## src/rtl/sync_xcvr_pkg.sv

```systemverilog
// Package: shared clock-source encoding and helper for the serial transceiver.
// Assumes the clock select field is two bits wide, and that only its upper bit
// chooses between the internal divider and the external pin.
package sync_xcvr_pkg;

    typedef enum logic [1:0] {
        CKS_INT     = 2'b00,
        CKS_INT_ALT = 2'b01,
        CKS_EXT     = 2'b10,
        CKS_EXT_ALT = 2'b11
    } cks_sel_e;

    // True when the select field asks for the external clock pin.
    function automatic logic cks_is_ext(input logic [1:0] sel);
        return sel[1];
    endfunction

endpackage

```

## src/rtl/xcvr_pin_sync.sv

```systemverilog
// Module: brings the external serial clock and serial data into the system
// clock domain. It delays both by the same number of flops and reports
// one-cycle rise and fall pulses of the synchronized clock.
// Assumes each external clock phase lasts several system cycles.
module xcvr_pin_sync #(
    parameter int STAGES = 2
) (
    input  logic clk,
    input  logic rst_n,
    input  logic sck_i,
    input  logic sd_i,
    output logic ext_fall,
    output logic ext_rise,
    output logic sd_s
);

    logic [STAGES:0]   sck_pipe;
    logic [STAGES-1:0] sd_pipe;

    // Shift the clock pin through STAGES+1 flops; the extra flop gives the edge history.
    always_ff @(posedge clk) begin
        if (!rst_n) begin
            sck_pipe <= '1;
        end else begin
            sck_pipe <= {sck_pipe[STAGES-1:0], sck_i};
        end
    end

    // Delay the data pin by STAGES flops so it lines up with the synchronized clock.
    always_ff @(posedge clk) begin
        if (!rst_n) begin
            sd_pipe <= '1;
        end else begin
            sd_pipe <= {sd_pipe[STAGES-2:0], sd_i};
        end
    end

    // Decode edges from the last two clock flops.
    always_comb begin
        ext_rise = sck_pipe[STAGES-1] & ~sck_pipe[STAGES];
        ext_fall = ~sck_pipe[STAGES-1] & sck_pipe[STAGES];
        sd_s     = sd_pipe[STAGES-1];
    end

endmodule

```

## src/rtl/xcvr_clkgen.sv

```systemverilog
// Module: internal serial clock generator. While idle it holds its clock high.
// When asked to start, it makes a falling edge at once and then toggles every
// DIV+1 system cycles. It stops after the DATA_W-th rising edge unless more
// work is pending at that edge. Each edge is reported as a one-cycle pulse.
// Assumes div_val is held stable while a character is in progress.
module xcvr_clkgen #(
    parameter int DATA_W = 8,
    parameter int DIV_W  = 8
) (
    input  logic             clk,
    input  logic             rst_n,
    input  logic             int_en,
    input  logic             go,
    input  logic [DIV_W-1:0] div_val,
    output logic             sck_q,
    output logic             fall_ev,
    output logic             rise_ev
);

    localparam int CW = (DATA_W > 2) ? $clog2(DATA_W) : 1;
    localparam logic [CW-1:0] LAST = CW'(DATA_W - 1);

    logic             run;
    logic [DIV_W-1:0] dcnt;
    logic [CW-1:0]    pcnt;

    // Run the half-period counter and toggle the clock; count pulses per character.
    always_ff @(posedge clk) begin
        if (!rst_n) begin
            run     <= 1'b0;
            sck_q   <= 1'b1;
            dcnt    <= '0;
            pcnt    <= '0;
            fall_ev <= 1'b0;
            rise_ev <= 1'b0;
        end else begin
            fall_ev <= 1'b0;
            rise_ev <= 1'b0;
            if (!int_en) begin
                run   <= 1'b0;
                sck_q <= 1'b1;
                dcnt  <= '0;
                pcnt  <= '0;
            end else if (!run) begin
                sck_q <= 1'b1;
                if (go) begin
                    run     <= 1'b1;
                    sck_q   <= 1'b0;
                    fall_ev <= 1'b1;
                    dcnt    <= '0;
                    pcnt    <= '0;
                end
            end else if (dcnt == div_val) begin
                dcnt <= '0;
                if (!sck_q) begin
                    sck_q   <= 1'b1;
                    rise_ev <= 1'b1;
                    pcnt    <= pcnt + 1'b1;
                    if (pcnt == LAST && !go) begin
                        run <= 1'b0;
                    end
                end else begin
                    sck_q   <= 1'b0;
                    fall_ev <= 1'b1;
                end
            end else begin
                dcnt <= dcnt + 1'b1;
            end
        end
    end


    edge_excl_chk: assert property (@(posedge clk) disable iff (!rst_n)
        !(fall_ev && rise_ev));


    idle_high_chk: assert property (@(posedge clk) disable iff (!rst_n)
        (!int_en) |=> sck_q);

endmodule

```

## src/rtl/xcvr_tx.sv

```systemverilog
// Module: transmitter. It has a holding byte and a shift register. The holding
// byte moves into the shift register on the falling edge that opens a
// character, and bit 0 is driven then. The other bits follow on later falling
// edges. The character closes on its DATA_W-th rising edge, and the line then
// keeps the last bit driven.
// Assumes fall_ev and rise_ev never pulse in the same cycle.
module xcvr_tx #(
    parameter int DATA_W = 8
) (
    input  logic              clk,
    input  logic              rst_n,
    input  logic              en,
    input  logic              wr,
    input  logic [DATA_W-1:0] wdata,
    input  logic              fall_ev,
    input  logic              rise_ev,
    output logic              sd_q,
    output logic              tdre,
    output logic              tend
);

    localparam int CW = (DATA_W > 2) ? $clog2(DATA_W) : 1;
    localparam logic [CW-1:0] LAST = CW'(DATA_W - 1);

    logic [DATA_W-1:0] hold;
    logic [DATA_W-2:0] shreg;
    logic              active;
    logic [CW-1:0]     rcnt;

    // Load, shift and close characters on serial clock edges; accept host writes.
    always_ff @(posedge clk) begin
        if (!rst_n) begin
            hold   <= '0;
            shreg  <= '0;
            active <= 1'b0;
            rcnt   <= '0;
            sd_q   <= 1'b1;
            tdre   <= 1'b1;
            tend   <= 1'b1;
        end else begin
            if (fall_ev) begin
                if (active) begin
                    sd_q  <= shreg[0];
                    shreg <= shreg >> 1;
                end else if (en && !tdre) begin
                    sd_q   <= hold[0];
                    shreg  <= hold[DATA_W-1:1];
                    active <= 1'b1;
                    rcnt   <= '0;
                    tdre   <= 1'b1;
                end
            end
            if (rise_ev && active) begin
                rcnt <= rcnt + 1'b1;
                if (rcnt == LAST) begin
                    active <= 1'b0;
                    tend   <= tdre;
                end
            end
            if (wr && tdre) begin
                hold <= wdata;
                tdre <= 1'b0;
                tend <= 1'b0;
            end
        end
    end


    tdre_clr_chk: assert property (@(posedge clk) disable iff (!rst_n)
        $fell(tdre) |-> $past(wr));


    sd_hold_chk: assert property (@(posedge clk) disable iff (!rst_n)
        !$past(fall_ev) |-> $stable(sd_q));


    tend_set_chk: assert property (@(posedge clk) disable iff (!rst_n)
        $rose(tend) |-> tdre);

endmodule

```

## src/rtl/xcvr_rx.sv

```systemverilog
// Module: receiver. It shifts in one bit per serial rising edge, LSB first.
// After DATA_W bits the byte moves into the read buffer unless that buffer is
// still full; in that case the overrun flag is set and the old byte is kept.
// Assumes rise_ev pulses once per serial rising edge.
module xcvr_rx #(
    parameter int DATA_W = 8
) (
    input  logic              clk,
    input  logic              rst_n,
    input  logic              en,
    input  logic              rise_ev,
    input  logic              sd_bit,
    input  logic              rd,
    output logic [DATA_W-1:0] rdata,
    output logic              rdrf,
    output logic              ovr
);

    localparam int CW = (DATA_W > 2) ? $clog2(DATA_W) : 1;
    localparam logic [CW-1:0] LAST = CW'(DATA_W - 1);

    logic [DATA_W-1:0] shreg;
    logic [CW-1:0]     cnt;
    logic [DATA_W-1:0] next_byte;

    // Form the byte the current edge would complete.
    always_comb begin
        next_byte = {sd_bit, shreg[DATA_W-1:1]};
    end

    // Shift in bits, hand complete bytes to the buffer, and handle host reads.
    always_ff @(posedge clk) begin
        if (!rst_n) begin
            shreg <= '0;
            cnt   <= '0;
            rdata <= '0;
            rdrf  <= 1'b0;
            ovr   <= 1'b0;
        end else begin
            if (rd) begin
                rdrf <= 1'b0;
                ovr  <= 1'b0;
            end
            if (!en) begin
                cnt <= '0;
            end else if (rise_ev) begin
                shreg <= next_byte;
                cnt   <= cnt + 1'b1;
                if (cnt == LAST) begin
                    if (rdrf && !rd) begin
                        ovr <= 1'b1;
                    end else begin
                        rdata <= next_byte;
                        rdrf  <= 1'b1;
                    end
                end
            end
        end
    end


    rdrf_set_chk: assert property (@(posedge clk) disable iff (!rst_n)
        $rose(rdrf) |-> $past(rise_ev));


    ovr_keep_chk: assert property (@(posedge clk) disable iff (!rst_n)
        $rose(ovr) |-> $stable(rdata));

endmodule

```

## src/rtl/sync_serial_xcvr.sv

```systemverilog
// Module: top of the clocked synchronous serial transceiver. It chooses the
// serial clock edges from the internal generator or the synchronized pin and
// feeds them to the independent transmitter and receiver.
// Assumes clk_sel changes only while no character is in progress.
module sync_serial_xcvr
    import sync_xcvr_pkg::*;
#(
    parameter int DATA_W      = 8,
    parameter int DIV_W       = 8,
    parameter int SYNC_STAGES = 2
) (
    input  logic              clk,
    input  logic              rst_n,
    input  logic [1:0]        clk_sel,
    input  logic [DIV_W-1:0]  div_val,
    input  logic              tx_en,
    input  logic              rx_en,
    input  logic              tx_wr,
    input  logic [DATA_W-1:0] tx_wdata,
    input  logic              rx_rd,
    output logic [DATA_W-1:0] rx_rdata,
    output logic              tx_empty,
    output logic              tx_done,
    output logic              rx_full,
    output logic              rx_overrun,
    output logic              sck_o,
    output logic              sck_oe,
    input  logic              sck_i,
    output logic              sd_o,
    input  logic              sd_i
);

    logic ext_mode;
    logic int_fall, int_rise;
    logic ext_fall, ext_rise;
    logic fall_ev, rise_ev;
    logic sd_s, sd_bit;
    logic go;

    // Pick the clock source and the data path that matches it.
    always_comb begin
        ext_mode = cks_is_ext(clk_sel);
        fall_ev  = ext_mode ? ext_fall : int_fall;
        rise_ev  = ext_mode ? ext_rise : int_rise;
        sd_bit   = ext_mode ? sd_s : sd_i;
        go       = tx_en & ~tx_empty;
        sck_oe   = ~ext_mode;
    end

    xcvr_pin_sync #(.STAGES(SYNC_STAGES)) u_sync (
        .clk      (clk),
        .rst_n    (rst_n),
        .sck_i    (sck_i),
        .sd_i     (sd_i),
        .ext_fall (ext_fall),
        .ext_rise (ext_rise),
        .sd_s     (sd_s)
    );

    xcvr_clkgen #(.DATA_W(DATA_W), .DIV_W(DIV_W)) u_clkgen (
        .clk     (clk),
        .rst_n   (rst_n),
        .int_en  (~ext_mode),
        .go      (go),
        .div_val (div_val),
        .sck_q   (sck_o),
        .fall_ev (int_fall),
        .rise_ev (int_rise)
    );

    xcvr_tx #(.DATA_W(DATA_W)) u_tx (
        .clk     (clk),
        .rst_n   (rst_n),
        .en      (tx_en),
        .wr      (tx_wr),
        .wdata   (tx_wdata),
        .fall_ev (fall_ev),
        .rise_ev (rise_ev),
        .sd_q    (sd_o),
        .tdre    (tx_empty),
        .tend    (tx_done)
    );

    xcvr_rx #(.DATA_W(DATA_W)) u_rx (
        .clk     (clk),
        .rst_n   (rst_n),
        .en      (rx_en),
        .rise_ev (rise_ev),
        .sd_bit  (sd_bit),
        .rd      (rx_rd),
        .rdata   (rx_rdata),
        .rdrf    (rx_full),
        .ovr     (rx_overrun)
    );


    ext_pin_off_chk: assert property (@(posedge clk) disable iff (!rst_n)
        ext_mode |-> !sck_oe);


    ev_onehot_chk: assert property (@(posedge clk) disable iff (!rst_n)
        $onehot0({fall_ev, rise_ev}));

endmodule

```

## config.mk

```make
export PLATFORM = sky130hd
export DESIGN_NAME = sync_serial_xcvr
export DESIGN_NICKNAME = d
export VERILOG_FILES = /design/src/rtl/sync_xcvr_pkg.sv /design/src/rtl/xcvr_pin_sync.sv /design/src/rtl/xcvr_clkgen.sv /design/src/rtl/xcvr_tx.sv /design/src/rtl/xcvr_rx.sv /design/src/rtl/sync_serial_xcvr.sv
export SDC_FILE = /design/constraint.sdc
export NUM_CORES = 1
export LEC_CHECK = 0
export BUFFER_PORTS_ARGS = -buffer_cell sky130_fd_sc_hd__buf_2
export CAP_MARGIN = 20
export CORE_MARGIN = 4
export CORE_UTILIZATION = 56
export DETAILED_ROUTE_END_ITERATION = 16
export PLACE_DENSITY = 0.78
export RECOVER_POWER = 50
export SYNTH_ARGS = -nofsm -noshare
export SYNTH_HDL_FRONTEND = slang
export SYNTH_HIERARCHICAL = 1
export SYNTH_SLANG_ARGS = --single-unit
```

## constraint.sdc

```tcl
create_clock -name clk -period 1.89 [get_ports clk]
set_input_delay 0.0945 -clock clk [delete_from_list [all_inputs] [get_ports clk]]
set_output_delay 0.0945 -clock clk [all_outputs]
set_load 0.1 [all_outputs]
```

======== Yosys cells after proc, flatten, opt, wreduce, memory -nomap -nowiden ========
Index checks and enable logic that the tools add are counted.
Widths: inputs -> output; s select.
word-level totals
  flip-flop bits (word level) ............. 63
  bits of input ports ..................... 26
  output and inout bits ................... 15
  logic and storage cells ................. 121
cells by class
  add/sub/neg operators ................... 4
  equality and inequality tests ........... 8
  multiplexer cells ....................... 52
  bitwise logic cells ..................... 11
  reductions and logical operators ........ 26
operator list
  cell                 number
  $mux 1               39
  $mux 3               8
  $mux 8               3
  $reduce_bool 2->1    8
  $mux 7               2
  $add 3x1->3 const B  3
  $eq 3x3->1 const B   3
  $reduce_and 3->1     3
  $add 8x1->8 const B  1
  $eq 8x8->1           1
  $ne 2x2->1 const B   4
  $not 1->1            8
  $reduce_and 2->1     4
  $logic_and 1x1->1    5
  $reduce_and 4->1     1
  $reduce_or 4->1      1
  $and 1x1->1          3
  $logic_not 1->1      3
  $reduce_or 2->1      1

======== Depth between registers and ports, before layout ========
Gate-level depths: netlist of the first run.
  depth in word-level cells ............... 8
  gate-level depth with buffers ........... 7
  depth with buffers taken out ............ 6

======== By module ========
Netlist of the first run, hierarchy kept.
modules (own cells, without submodules)
  module            instances  cells an instance  area an instance (µm²)  seq. area each (µm²)
  xcvr_tx           1          110                1029.7                  440.4
  xcvr_rx           1          87                 809.5                   400.4
  xcvr_clkgen       1          86                 784.5                   300.3
  xcvr_pin_sync     1          12                 143.9                   100.1
  sync_serial_xcvr  1          5                  43.8                    0.0

======== Worst setup path after synthesis of the first run ========
No wires, ideal clock.
  path kind ............................... flip-flop to flip-flop
  start ................................... reg u_tx.tdre
  end ..................................... reg u_tx.sd_q
  library setup time ...................... 121 ps
  data arrival time ....................... 1763 ps
  data required time ...................... 1769 ps
  setup slack ............................. 6 ps
  stages on the path, launching flop included .. 4
  path buffers ............................ 0
  clock period less this slack ............ 1884 ps
  cell sequence ........................... dfxtp_1 nor2b_2 o21ai_4 mux2_4
on the way
  cells in the longest elaborated chain, start to end .. 4
RTL lines
  what                         line           RTL
  start, declared              xcvr_tx.sv:18  output logic tdre,
  start signal, assigned       xcvr_tx.sv:38  tdre <= 1'b1;
  start signal, assigned       xcvr_tx.sv:50  tdre <= 1'b1;
  start signal, assigned       xcvr_tx.sv:62  tdre <= 1'b0;
  $logic_not 1->1              xcvr_tx.sv:45  end else if (en && !tdre) begin
  $logic_and 1x1->1            xcvr_tx.sv:45
  $reduce_bool 2->1 (no line)  -
  $reduce_and 2->1 (no line)   -
  end signal, assigned         xcvr_tx.sv:43  sd_q <= shreg[0];
  end signal, assigned         xcvr_tx.sv:46  sd_q <= hold[0];
  end, declared                xcvr_tx.sv:17  output logic sd_q,
No other way between the ends.
A chain may end at the register's enable or synchronous reset.

======== Worst setup path in the final report of the first run ========
  start ................................... reg u_clkgen.dcnt[0]
  end ..................................... reg u_clkgen.sck_q
on the way
  cells in the longest elaborated chain, start to end .. 2
RTL lines
  what                    line               RTL
  start, declared         xcvr_clkgen.sv:24  logic [DIV_W-1:0] dcnt;
  start signal, assigned  xcvr_clkgen.sv:67  dcnt <= dcnt + 1'b1;
  $eq 8x8->1              xcvr_clkgen.sv:53  end else if (dcnt == div_val) begin
  $ne 2x2->1 (no line)    -
  end signal, assigned    xcvr_clkgen.sv:48  sck_q <= 1'b0;
  end signal, assigned    xcvr_clkgen.sv:56  sck_q <= 1'b1;
  end signal, assigned    xcvr_clkgen.sv:63  sck_q <= 1'b0;
  end, declared           xcvr_clkgen.sv:15  output logic sck_q,
No other way between the ends.

==> flow_summary.ini, run 1 <==
[outcome]
status = completed

[placed_design]
io_buffers = 39
placed_cells_incl_taps = 397
dpl-instance-area_sq_mm = 0.00304
gp_congestion = 0.808
dp_hpwl_mm = 3.61

[yosys]
syn_nets = 333
synth_edf_count = 0
syn_area_per_cell_sq_um = 9.37
syn_area_sq_mm = 0.00281
yosysTopAreaCellShare_pct = 44.1
synth_ff_type = dfxtp_1
synth_top_cell_by_area = dfxtp_1
yosys-top-cells-count = nand2_1, dfxtp_1, a21boi_0
ys_seq_area_share_pct = 44.1
synth.most_common_cell = nand2_1
synthTopCellsByArea = dfxtp_1, nand2_1, mux2i_1
synth_cell_types = 47
async_reset_ff_share_pct = 0
yosysWarnings = 6
synthCells = 300
ys_seq_elements = 62

[timing]
final.setup.tns_ns = 0
rsz0062_at_grt = no
maxSlewHeadroom_pct = 22.4
finalSetupViolations = 0
period_share_pct = 88.0
slew_viol_final = 0
finalClockSkew_ns = 0.00765
min_period_ns = 1.66
fmax_mhz = 601
worst_slew_pin_slew_ns = 1.17
hold_violations = 0

[global_routing]
grt_use_total_pct = 18.7
antenna_found_initial = 0
grt_max_degree = 34
grt_pass1_vias = 2120
grt_overflow_total = 0
grt_pass1_wl_mm = 9.39

[finish]
drive_above_1_share_pct = 19.9
fin_nets = 379
n_fill_cell = 388
antennaDiodeCount = 0
area.growth.synth_to_final_pct = 18.4
layout.cells.non_filler = 418
postLayoutCellArea_sq_mm = 0.00333

[floorplan]
die_h_microns = 78.9
start_util_pct = 58.7
fp.dieW_microns = 78.9
core-area_sq_mm = 0.00479
ios = 41
rows = 25
dieArea_sq_mm = 0.00622

[clock_tree]
htree_levels = 3
cts_root_buffer = clkbuf_8
cts_tree = yes
clock_latency_ns = 0.33
cts_buffers = 9
numClockSinks = 62
clk_pin_slew_ns = 0.07
clk_path_buf_depth = 2

[critical_path]
arrival_ns = 1.88
path_cells = xor2_1 > nor4_2 > nand2_1 > xnor2_1 > o22a_1
end_kind = flip-flop
criticalPathCategory = flip-flop to flip-flop
path_delay_family = simple AND/OR/NAND/NOR gates
slowest_stage = nor4_2
cp_num_cells = 5
critPathBufInv = 0
cpPeakStageDelay_ns = 0.43
cp-start-kind = flip-flop
cp_max_fo = 5
r2r_cells = 5
cp.required_ns = 2.11

[power]
p_leak_nw = 1.38
peakVddDrop_mv = 0.568
total_power_w = 0.00309
power.density_mw_per_mm2 = 927

[route]
firstDrtPassIters = 4
wl_per_cell_microns = 12.7
initialDrtViolationCount = 164
routed_wl_mm = 5.29
via_per_inst = 5.17
ant_nets = 0
drcViolationCount = 0
vias = 2161

[hold_path]
hp-class = primary input to flip-flop
min_path_cells = 3

[flow_run]
maxCapViolations = 0
state kept, by name, summed over array words and instances, names as in the netlist, 2 cells and up:
signal and cells:
u_rx/rdata 8, u_clkgen/pcnt 3, u_sync/sck_pipe 3, u_tx/shreg 7, u_clkgen/dcnt 8, u_rx/shreg 7
u_rx/cnt 3, u_sync/sd_pipe 2, u_tx/rcnt 3, u_tx/hold 8
through the flow:
step	hold WS, ns	utilization, %	setup WS, ns
2_1_floorplan	0.168	-	0.00604
3_3_place_gp	0.281	63.6	0.245
3_5_place_dp	0.301	63.6	0.249
4_1_cts	0.00210	70.2	0.227
5_1_grt	0.0281	69.5	0.0619
6_report	0.0159	69.5	0.226
final timing paths:
kind	startpoint	endpoint	slack [ns]
worst max-delay path	u_clkgen/dcnt[0]	u_clkgen/sck_q	0.23
worst min-delay path	tx_wdata[2]	u_tx/hold[2]	0.02
worst max register to register	u_clkgen/dcnt[0]	u_clkgen/sck_q	0.23
worst min register to register	u_sync/sd_pipe[0]	u_sync/sd_pipe[1]	0.42
placed cells by master, fill, tap and decap left out, types with 7 or more instances in the layout:
master	synthesis	routed
nand2_1	71	71
dfxtp_1	62	62
buf_2	6	24
a21boi_0	18	19
mux2i_1	17	17
nand3_1	15	16
nand2b_1	12	12
mux2_2	9	9
clkbuf_8	0	9
xor2_1	9	9
nor2_1	9	9
clkbuf_1	3	8
ha_1	7	7
cell families after synthesis:
group	synth area share [%]
adder cells (fa/ha/maj)	3.12
AO/OA/AOI/OAI	12.2
flip-flops	44.1
multiplexers	10.2
XOR/XNOR	3.74
buffers and inverters	3.34
AND/OR/NAND/NOR	23.3
worst min-delay path, stage by stage:
cell	delay (ns)
buf_2	0.09
nand2_1	0.04
a21boi_0	0.07
what timing repair did:
item / in CTS / in global routing
resized for setup: 0 / 0
setup buffers: 0 / 0
hold buffers: 5 / 0
endpoints found under the setup margin: 0 / 0
hold endpoints to repair: 5 / 0
routing by layer:
metal / up-vias / GRT usage (%) / routed length (microns)
met5: - / 0 / 0
met4: 0 / 8.76 / 51
met3: 4 / 3.85 / 199
met2: 39 / 31.0 / 2550
met1: 1001 / 23.4 / 2490
li1: 1117 / - / -
power breakdown:
part | switching (W) | internal, W
registers | 0.0000163 | 0.00133
clock network | 0.000525 | 0.00102
logic | 0.000127 | 0.0000736
total | 0.000669 | 0.00242
cell type report:
class / count / area [sq um] / share of cell area, %
multi-input cells: 221 / 1460 / 43.7
clock buffers: 9 / 124 / 3.72
flip-flops and latches: 62 / 1240 / 37.3
clock inverters: 7 / 145 / 4.36
inverters: 4 / 15.0 / 0.451
well taps: 67 / 83.8 / 2.52
repair buffers: 48 / 264 / 7.93
Power figures use the tool's default switching activity.
==> run 2, diff against run 1 <==
--- a/config.mk
+++ b/config.mk
@@ -7,10 +7,10 @@
 export LEC_CHECK = 0
 export BUFFER_PORTS_ARGS = -buffer_cell sky130_fd_sc_hd__buf_2
 export CAP_MARGIN = 20
-export CORE_MARGIN = 4
-export CORE_UTILIZATION = 56
+export CORE_MARGIN = 3
+export CORE_UTILIZATION = 61
 export DETAILED_ROUTE_END_ITERATION = 16
-export PLACE_DENSITY = 0.78
+export PLACE_DENSITY = 0.84
 export RECOVER_POWER = 50
 export SYNTH_ARGS = -nofsm -noshare
 export SYNTH_HDL_FRONTEND = slang
==> constraint.sdc (replaced) <==
create_clock -name clk -period 1.95 [get_ports clk]
set_input_delay 0.0975 -clock clk [delete_from_list [all_inputs] [get_ports clk]]
set_output_delay 0.0975 -clock clk [all_outputs]
set_load 0.1 [all_outputs]
==> flow_summary.ini, run 2 (same netlist as run 1, synthesis figures left out) <==
[timing]
min_period_ns = 1.71
maxSlewHeadroom_pct = 22.3
layout_setup_ws_ns = 0.238
holdWs_ns = 0.0147
final.setup.tns_ns = 0
finalSetupViolations = 0
period_share_pct = 87.8
finalClockSkew_ns = 0.00817
slew_viol_final = 0
fmax_mhz = 584
worst_slew_pin_slew_ns = 1.17
hold_violations = 0
rsz0062_at_grt = no

[finish]
n_fill_cell = 341
antennaDiodeCount = 0
mostFrequentLayoutCell = nand2_1
utilization_pct = 73.7
drive_above_1_share_pct = 17.9
regArea_sq_mm = 0.00124
reg_top3 = u_clkgen/dcnt x8, u_rx/rdata x8, u_tx/hold x8
final_cell_mix = nand2_1, dfxtp_1, buf_2
multi_input_area_sq_mm = 0.00146
area.growth.synth_to_final_pct = 15.7
fin_nets = 380

[clock_tree]
postCtsSetupBuffers = 0
cts_buffers = 9
htree_levels = 3
numClockSinks = 62
clock_latency_ns = 0.34
ctsResizeCount = 0
clk_pin_slew_ns = 0.06
clk_path_buf_depth = 2
cts_root_buffer = clkbuf_8
cts_tree = yes
cts-hold-fix-buffers = 7

[global_routing]
grt_use_total_pct = 20.8
grt_pass1_vias = 1990
grt_overflow_total = 0
antenna_found_initial = 0
grt_pass1_wl_mm = 8.56
grt_max_degree = 61

[route]
routed_wl_mm = 5.18
initialDrtViolationCount = 138
wl_per_cell_microns = 12.8
firstDrtPassIters = 4
via_per_inst = 5.35
vias = 2161
ant_nets = 0
drcViolationCount = 0

[critical_path]
end_kind = flip-flop
criticalPathCategory = flip-flop to flip-flop
arrival_ns = 1.98
cp_max_fo = 11
cp-start-kind = flip-flop
cp.required_ns = 2.22
reg2reg_to = u_rx/rdata[3]
r2r_slack_ns = 0.24
r2r_cells = 5
timing.rr.start = u_sync/sck_pipe[1]

[outcome]
status = completed

[hold_path]
hp-class = primary input to flip-flop
hold_end = u_tx/hold[4]
min_path_cells = 3
hp-start = tx_wdata[4]

[placed_design]
post-place-ws_ns = 0.277
dp_hpwl_mm = 3.38
gp_congestion = 0.775
io_buffers = 39

[floorplan]
core-area_sq_mm = 0.00441
dieArea_sq_mm = 0.00546
fp.dieW_microns = 73.9
ios = 41
rows = 24
die_h_microns = 73.9
start_util_pct = 63.7

[power]
peakVddDrop_mv = 0.681
p_leak_nw = 1.34
power.density_mw_per_mm2 = 810

[flow_run]
maxCapViolations = 0
[run 2: cell count changes in the layout (fill, tap and decap cells not counted), sizes merged]
cell	delta
bufinv	-3
buf	-3
clkbuf	+6
dlygate4sd3	+2
inv	-1
[run 2: power breakdown]
group | internal, W | switching [W]
Sequential | 0.00129 | 0.0000161
Combinational | 0.0000726 | 0.000126
Clock | 0.000659 | 0.000474
[run 2: per-stage QoR]
stage / power [W] / instances / area (sq um)
4_1_cts: 0.00267 / 404 / 3290
3_3_place_gp: 0.00152 / 381 / 3020
5_1_grt: 0.00275 / 404 / 3250
3_5_place_dp: 0.00152 / 381 / 3020
2_1_floorplan: 0.00147 / 300 / 2810
6_report: 0.00263 / 404 / 3250
[run 2: critical path, stage by stage (launching register included)]
cell,delay [ns]
dfxtp_1,0.34
nor2b_1,0.12
mux2_1,0.41
nand3_2,0.18
a21oi_4,0.36
mux2i_1,0.23
[run 2: routing by layer]
layer  share of wire, %  vias up  track usage (%)
met5                  0        -                0
met4                3.1        0             11.7
met3                4.6       14             6.98
met2                 44       41             31.0
met1                 48      992             26.2
li1                   -     1114                -
[run 2: cell type report]
cell class	count	share of cell area [%]
Sequential cell	62	38.2
Multi-Input combinational cell	221	44.9
Tap cell	52	2.00
Clock inverter	3	1.31
Timing Repair Buffer	49	8.27
Clock buffer	13	4.89
Inverter	4	0.462
[run 2: worst max path at each step]
| stage | startpoint | end | slack [ns] | cells past startpoint |
|---|---|---|---|---|
| after detailed placement | u_clkgen/dcnt[0] | u_clkgen/sck_q | 0.28 | 5 |
| after floorplan | u_tx/tdre | u_tx/sd_q | 0.07 | 3 |
| after global placement | u_clkgen/dcnt[5] | u_clkgen/sck_q | 0.31 | 5 |
| final | u_sync/sck_pipe[1] | u_rx/rdata[3] | 0.24 | 5 |
| after CTS | u_clkgen/dcnt[0] | u_clkgen/sck_q | 0.24 | 5 |
| after global routing | u_sync/sck_pipe[1] | u_rx/rdata[1] | 0.09 | 5 |
